==> config.mk <==
export PLATFORM = sky130hd
export DESIGN_NAME = geo_host_port
export DESIGN_NICKNAME = d
export VERILOG_FILES = /design/src/rtl/geo_pkg.sv /design/src/rtl/geo_ram.sv /design/src/rtl/geo_prom.sv /design/src/rtl/geo_irq.sv /design/src/rtl/geo_host_port.sv
export SDC_FILE = /design/constraint.sdc
export NUM_CORES = 2
export LEC_CHECK = 0
export ABC_CLOCK_PERIOD_IN_PS = 4900
export BUFFER_PORTS_ARGS = -buffer_cell sky130_fd_sc_hd__clkbuf_2
export CORE_AREA = 2 2 351 700
export CTS_CLUSTER_SIZE = 8
export DETAILED_ROUTE_END_ITERATION = 10
export DIE_AREA = 0 0 353 702
export HOLD_SLACK_MARGIN = 0.02
export SLEW_MARGIN = 20
export SYNTH_ARGS = -nofsm -noshare
export SYNTH_HDL_FRONTEND = slang
export SYNTH_HIERARCHICAL = 1
export SYNTH_SLANG_ARGS = --single-unit
==> constraint.sdc <==
create_clock -name clk -period 4.9 [get_ports clk]
set_input_delay 0 -clock clk [delete_from_list [all_inputs] [get_ports clk]]
set_output_delay 0 -clock clk [all_outputs]
set_load 0.005 [all_outputs]
==> src/rtl/geo_pkg.sv <==
package geo_pkg;

    typedef enum logic [2:0] {
        OFF_STATUS  = 3'd0,
        OFF_RAMADDR = 3'd1,
        OFF_PSHIFT  = 3'd2,
        OFF_PCLEAR  = 3'd3,
        OFF_RAMDATA = 3'd4,
        OFF_PHI     = 3'd5,
        OFF_PLO     = 3'd6,
        OFF_IRQACK  = 3'd7
    } reg_off_e;

    typedef enum logic {
        ST_IDLE  = 1'b0,
        ST_RDATA = 1'b1
    } port_state_e;

    localparam logic [15:0] STATUS_BASE = 16'h008E;
    localparam int          NLANES      = 2;

endpackage

==> src/rtl/geo_ram.sv <==
module geo_ram #(
    parameter int AW = 6
) (
    input  logic                      clk,
    input  logic                      we,
    input  logic [geo_pkg::NLANES-1:0] be,
    input  logic [AW-1:0]             addr,
    input  logic [15:0]               wdata,
    output logic [15:0]               rdata
);
    localparam int DEPTH = 1 << AW;

    for (genvar g = 0; g < geo_pkg::NLANES; g++) begin : g_lane
        logic [7:0] bank [DEPTH];

        always_ff @(posedge clk) begin
            if (we && be[g]) begin
                bank[addr] <= wdata[g*8 +: 8];
            end
        end

        assign rdata[g*8 +: 8] = bank[addr];
    end

endmodule

==> src/rtl/geo_prom.sv <==
module geo_prom #(
    parameter int AW    = 6,
    parameter int LIMIT = 64
) (
    input  logic          clk,
    input  logic          ld_we,
    input  logic [AW-1:0] ld_addr,
    input  logic [31:0]   ld_data,
    input  logic [31:0]   rd_addr,
    output logic          in_range,
    output logic [15:0]   hi_o,
    output logic [15:0]   lo_o
);
    localparam int          DEPTH   = 1 << AW;
    localparam logic [31:0] LIMIT_W = 32'(LIMIT);

    logic [31:0] rom [DEPTH];
    logic [31:0] word;

    always_ff @(posedge clk) begin
        if (ld_we) begin
            rom[ld_addr] <= ld_data;
        end
    end

    assign in_range = (rd_addr < LIMIT_W);
    assign word     = rom[rd_addr[AW-1:0]];
    assign hi_o     = in_range ? word[31:16] : 16'hFFFF;
    assign lo_o     = in_range ? word[15:0]  : 16'hFFFF;

endmodule

==> src/rtl/geo_irq.sv <==
module geo_irq (
    input  logic clk,
    input  logic rst_n,
    input  logic set_i,
    input  logic clr_i,
    output logic irq_o
);
    always_ff @(posedge clk) begin
        if (!rst_n) begin
            irq_o <= 1'b0;
        end else if (set_i) begin
            irq_o <= 1'b1;
        end else if (clr_i) begin
            irq_o <= 1'b0;
        end
    end

    AST_IRQ_SET_WINS: assert property (@(posedge clk) disable iff (!rst_n)
        set_i |=> irq_o);
    AST_IRQ_ACK_CLEARS: assert property (@(posedge clk) disable iff (!rst_n)
        (clr_i && !set_i) |=> !irq_o);

endmodule

==> src/rtl/geo_host_port.sv <==
module geo_host_port #(
    parameter int RAM_AW    = 6,
    parameter int ROM_AW    = 6,
    parameter int ROM_LIMIT = 64
) (
    input  logic              clk,
    input  logic              rst_n,
    input  logic              vblank_i,
    input  logic              req_i,
    input  logic              wr_i,
    input  logic [2:0]        off_i,
    input  logic [1:0]        be_i,
    input  logic [15:0]       wdata_i,
    output logic [15:0]       rdata_o,
    output logic              rvalid_o,
    input  logic              irq_src_i,
    output logic              irq2_o,
    input  logic              rom_ld_i,
    input  logic [ROM_AW-1:0] rom_ld_addr_i,
    input  logic [31:0]       rom_ld_data_i
);
    import geo_pkg::*;

    localparam logic [31:0] LIMIT_W = 32'(ROM_LIMIT);

    port_state_e state_q, state_d;
    reg_off_e    off;
    logic [15:0] ram_addr_q;
    logic [31:0] prom_addr_q;
    logic [15:0] rdata_q;
    logic [15:0] rd_mux;
    logic [15:0] ram_rdata, prom_hi, prom_lo;
    logic        prom_ok;
    logic        rd_req, wr_req;

    assign off    = reg_off_e'(off_i);
    assign rd_req = req_i && !wr_i;
    assign wr_req = req_i &&  wr_i;

    geo_ram #(.AW(RAM_AW)) u_ram (
        .clk   (clk),
        .we    (wr_req && (off == OFF_RAMDATA)),
        .be    (be_i),
        .addr  (ram_addr_q[RAM_AW-1:0]),
        .wdata (wdata_i),
        .rdata (ram_rdata)
    );

    geo_prom #(.AW(ROM_AW), .LIMIT(ROM_LIMIT)) u_prom (
        .clk      (clk),
        .ld_we    (rom_ld_i),
        .ld_addr  (rom_ld_addr_i),
        .ld_data  (rom_ld_data_i),
        .rd_addr  (prom_addr_q),
        .in_range (prom_ok),
        .hi_o     (prom_hi),
        .lo_o     (prom_lo)
    );

    geo_irq u_irq (
        .clk   (clk),
        .rst_n (rst_n),
        .set_i (irq_src_i),
        .clr_i (wr_req && (off == OFF_IRQACK)),
        .irq_o (irq2_o)
    );

    // next state
    always_comb begin
        state_d = ST_IDLE;
        unique case (state_q)
            ST_IDLE:  state_d = rd_req ? ST_RDATA : ST_IDLE;
            ST_RDATA: state_d = rd_req ? ST_RDATA : ST_IDLE;
            default:  state_d = ST_IDLE;
        endcase
    end

    // state register
    always_ff @(posedge clk) begin
        if (!rst_n) state_q <= ST_IDLE;
        else        state_q <= state_d;
    end

    // outputs
    always_comb begin
        rvalid_o = (state_q == ST_RDATA);
        rdata_o  = rdata_q;
    end

    // read selection
    always_comb begin
        rd_mux = 16'h0000;
        unique case (off)
            OFF_STATUS:  rd_mux = STATUS_BASE | {!vblank_i, 15'h0000};
            OFF_RAMADDR: rd_mux = ram_addr_q;
            OFF_RAMDATA: rd_mux = ram_rdata;
            OFF_PHI:     rd_mux = prom_hi;
            OFF_PLO:     rd_mux = prom_lo;
            default:     rd_mux = 16'h0000;
        endcase
    end

    always_ff @(posedge clk) begin
        if (!rst_n) begin
            rdata_q     <= '0;
            ram_addr_q  <= '0;
            prom_addr_q <= '0;
        end else begin
            if (rd_req) begin
                rdata_q <= rd_mux;
            end
            if (wr_req) begin
                unique case (off)
                    OFF_RAMADDR: begin
                        for (int b = 0; b < NLANES; b++) begin
                            if (be_i[b]) ram_addr_q[b*8 +: 8] <= wdata_i[b*8 +: 8];
                        end
                    end
                    OFF_PSHIFT: prom_addr_q <= {prom_addr_q[15:0], wdata_i};
                    OFF_PCLEAR: prom_addr_q <= '0;
                    default: ;
                endcase
            end
        end
    end

    AST_RVALID_AFTER_READ: assert property (@(posedge clk) disable iff (!rst_n)
        rd_req |=> rvalid_o);
    AST_NO_SPURIOUS_VALID: assert property (@(posedge clk) disable iff (!rst_n)
        !rd_req |=> !rvalid_o);
    AST_PTR_CLEAR: assert property (@(posedge clk) disable iff (!rst_n)
        (wr_req && off == OFF_PCLEAR) |=> (prom_addr_q == 32'd0));
    AST_RAMADDR_HOLD: assert property (@(posedge clk) disable iff (!rst_n)
        (req_i && off == OFF_RAMDATA) |=> $stable(ram_addr_q));
    AST_ROM_OVER_LIMIT: assert property (@(posedge clk) disable iff (!rst_n)
        (rd_req && (off == OFF_PHI || off == OFF_PLO) && prom_addr_q >= LIMIT_W)
        |=> (rdata_o == 16'hFFFF));
    AST_STATUS_VBL: assert property (@(posedge clk) disable iff (!rst_n)
        (rd_req && off == OFF_STATUS) |=> (rdata_o[14:0] == 15'h008E));

endmodule

# After elaboration in Yosys (flattened, before gate mapping)
# Memory sizes are Yosys's and may differ from the RTL's. A register that Yosys moved wholly into a read port is not among the register bits.
# Cells that the tools add are included.
[totals]
ff_bits = 66
ram_bits = 3072
out_inout_bits = 18
memories = 3
in_bits = 66
word_cells = 50
[mem_list]
columns = ["memory", "words", "word_bits", "read_ports", "rd_clocked_by_memory_dff", "write_ports", "line_no", "rtl"]
rows = [
  ["u_prom.rom", 64, 32, 1, 1, 1, "geo_prom.sv:17", "logic [31:0] rom [DEPTH];"],
  ["u_ram.g_lane[0].bank", 64, 8, 1, 1, 1, "geo_ram.sv:14", "logic [7:0] bank [DEPTH];"],
  ["u_ram.g_lane[1].bank", 64, 8, 1, 1, 1, "geo_ram.sv:14", ""],
]
[op_classes]
n_mux = 19
n_eq_ne = 7
n_reduce_logical = 14
magnitude_cmp = 1
[ops]
columns = ["cell", "count"]
rows = [
  ["16-bit case mux with 5 select lines", 1],
  ["32-bit case mux with 2 select lines", 1],
  ["6-bit two-way mux", 6],
  ["32-bit by 7-bit less-than comparator with 1-bit output (second input constant)", 1],
  ["16-bit two-way mux", 2],
  ["3-bit == test (second input constant)", 4],
  ["1-bit two-way mux", 9],
  ["3-bit by 2-bit == test with 1-bit output (second input constant)", 2],
  ["1-bit logical AND", 6],
  ["3-bit AND reduction", 2],
  ["2-bit nonzero test", 2],
  ["3-bit by 1-bit == test with 1-bit output (second input constant)", 1],
  ["3-bit logical NOT", 1],
  ["1-bit logical NOT", 2],
  ["2-bit AND reduction", 1],
]

# Depth between registers and ports, before layout
[logic_depth]
ltp_word = 5
depth_mapped = 14
ltp_nobuf = 10

# Cells and area by module
# Netlist, hierarchy kept.
[by_module_without_submodules]
columns = ["mod", "seq_area_each_um2", "instances", "area_per_inst_um2", "cells_each"]
rows = [
  ["geo_prom", 61499.0, 1, 77673.2, 3313],
  ["geo_ram", 30749.5, 1, 39644.3, 2288],
  ["geo_host_port", 1301.2, 1, 3194.3, 345],
  ["geo_irq", 20.0, 1, 41.3, 3],
]

# Worst setup path before layout
# No wires, ideal clock.
[synth_path]
path_type = "input -> register"
start = "input rom_ld_addr_i[3]"
end = "memory u_prom.rom[48][0] (enable)"
required_ns = 4.439
setup_ns = 0.461
arrival_ns = 2.725
cell_stages = 4
setup_slack_ns = 1.714
n_path_buf = 1
path_cell_list = "clkbuf_1 > nor2b_1 > nand4b_1 > nor3_1"
[synth_lines]
columns = ["element", "line_no", "rtl"]
rows = [
  ["from (decl)", "geo_host_port.sv:19", "input logic [ROM_AW-1:0] rom_ld_addr_i,"],
  ["to (decl)", "geo_prom.sv:17", ""],
]
# No word-level cell before the write port.

==> metrics <==
CP max stage cell=o21ai_0; FF/Latch Area=0.0936 mm²; Residual DRC=0; Fin Clk Skew=55.0 ps; startpoint types=flop; Worst-path clk slew=50 ps; CP Cell Sequence=buf_4 > inv_2 > buf_12 > a221oi_1 > nor2_1 > o21ai_0 > buf_4 > o2111a_1 > nand3_1 > mux2i_1 > a211oi_1 > o21ai_0 > dlygate4sd3_1 > a21boi_1; # setup viols final=0; Final Max Slew Viols=0; Final HPWL DP=240 mm; fin crit share=95.8%; setup TNS=0 ps; Avg Vias per Cell=6.48; starting density of the core=49.7%; GPL Wtd Cong=0.970; cell count after synthesis=5948; die area=0.248 mm²; Slew @ Worst Pin=1300 ps; PwrDens=412 mW/mm²; CTS tree=built; critical path endpoint category=flop; leakage=43.5 nW; Max Cap Viol=0; layout cell share with drive strength beyond 1=26.2%; RSZ-0062 raised after global routing=false; H-tree levels=5; number of global-route vias before repair=67100; cell depth of the worst flop-to-flop path=14; initial antenna violation count=13; 1st-iter DRT viols=7164; nets=6688; clock buffer depth=4; GRT Resource Usage Total=29.2%; Design Area, Final=0.140 mm²; DRT antenna net count=0; warning count from the yosys run=6; Hold Fails Final Rpt=0; Slew HR=12.6%; Core ar.=0.243 mm²; arrival time of the worst setup path=5490 ps; worst hold path class=in -> reg; Port Buffers=83; routed len/inst=36.5 µm; TritonCTS Buffers=434; Synthesized Nets=6014; # IOs=84; largest net degree at the start of global routing=71; Max Clock Freq=213 MHz; worst skew pair latency=930 ps; pre-CTS worst setup slack=478 ps; first-pass GRT wire length=508 mm; total grt overflow=0; setup ws final=207 ps; drt total wl=365 mm; Initial DRT Pass Iterations=6; Mapped Area=0.121 mm²; clock sink count=3138; fillcell total=18200; root buffer cell=clkbuf_16; max incr delay on CP=670 ps; Die W=353 µm; run status=finished, final reports clean; Placed Area=0.128 mm²; CP Class=reg -> reg; post-route insts no fill=9984; hold_ws=55.7 ps; vias=64700; die extent in y=702 µm; P&R area growth vs syn=16.2%; postcts setup bufs=0; fin crit period=4690 ps; Hold Path Depth=2; Max FO, Critical Path=25; CP required=5700 ps; Worst VDD drop=274 µV; syn avg cell area=20.3 µm²; multi-input logic area=0.0253 mm²; Row Count=256; Post-Place Cells=9334
through the flow:
step | util (%) | power, mW
floorplan | - | 30.6
CTS | 57.6 | 58.0
global route | 57.7 | 59.1
finish | 57.7 | 57.7
global placement | 52.5 | 31.4
detailed placement | 52.5 | 31.5
final timing paths:
kind | start | to | slack (ps)
min | wdata_i[5] | u_ram/g_lane[0].bank[43][5] | 60
max reg2reg | ram_addr_q[2] | rdata_o[15] | 210
max | ram_addr_q[2] | rdata_o[15] | 210
min reg2reg | ram_addr_q[15] | ram_addr_q[15] | 460
critical path, delay by kind of cell, from the launching register on:
kind / cells / cell delay (ps)
multiplexers: 1 / 290
flip-flops: 1 / 660
buffers and inverters: 5 / 1600
AND/OR/NAND/NOR: 2 / 150
AO/OA/AOI/OAI: 6 / 1790
area by class of cell:
type / instances / share of cell area (%)
sequential: 3138 / 66.8
multi-input combinational: 2390 / 18.0
clock buffer: 553 / 8.18
timing repair buffer: 643 / 3.85
tap: 3225 / 2.88
clock inverter: 15 / 0.159
inverter: 15 / 0.0402
antenna: 5 / 0.00893
repair_timing:
item / in CTS / in global routing
endpoints found under the setup margin: 0 / 1
resized for setup: 0 / 1
endpoints found under the hold margin: 1974 / 896
hold buffers: 61 / 14
routing by layer:
| layer | routed length (µm) | GRT usage (%) | vias to the layer above | part of all wire [%] |
|---|---|---|---|---|
| met5 | 91 | 0 | - | 0.025 |
| met4 | 30800 | 20.5 | 14 | 8.4 |
| met3 | 20600 | 4.45 | 976 | 5.7 |
| met2 | 197000 | 53.9 | 2961 | 54 |
| met1 | 116000 | 30.2 | 34400 | 32 |
| li1 | - | - | 26300 | - |
flip-flops by register name, indices dropped and copies added (netlist names):
name	count
prom_addr_q	32
rvalid_o	1
u_irq/irq_o	1
u_ram/g_lane.bank	1024
rdata_o	16
ram_addr_q	16
u_prom/rom	2048
where the power goes:
group / internal (mW) / switching, mW / leakage [nW]
logic: 0.355 / 0.998 / 9.64
clock network: 16.0 / 10.6 / 5.67
registers: 29.6 / 0.0466 / 28.2
layout by cell type, fill, tap and decap left out, drive strengths merged, types with 54 or more instances in the layout:
master,n
o21ai,117
nor2,293
a221oi,203
nand2,94
edfxtp,3072
nor2b,54
a22oi,287
buf,500
dfxtp,66
a21oi,119
o22ai,174
mux2i,91
clkbuf,621
mux4,546
dlygate4sd3,75
No activity file was read; power rests on OpenSTA's default activity.
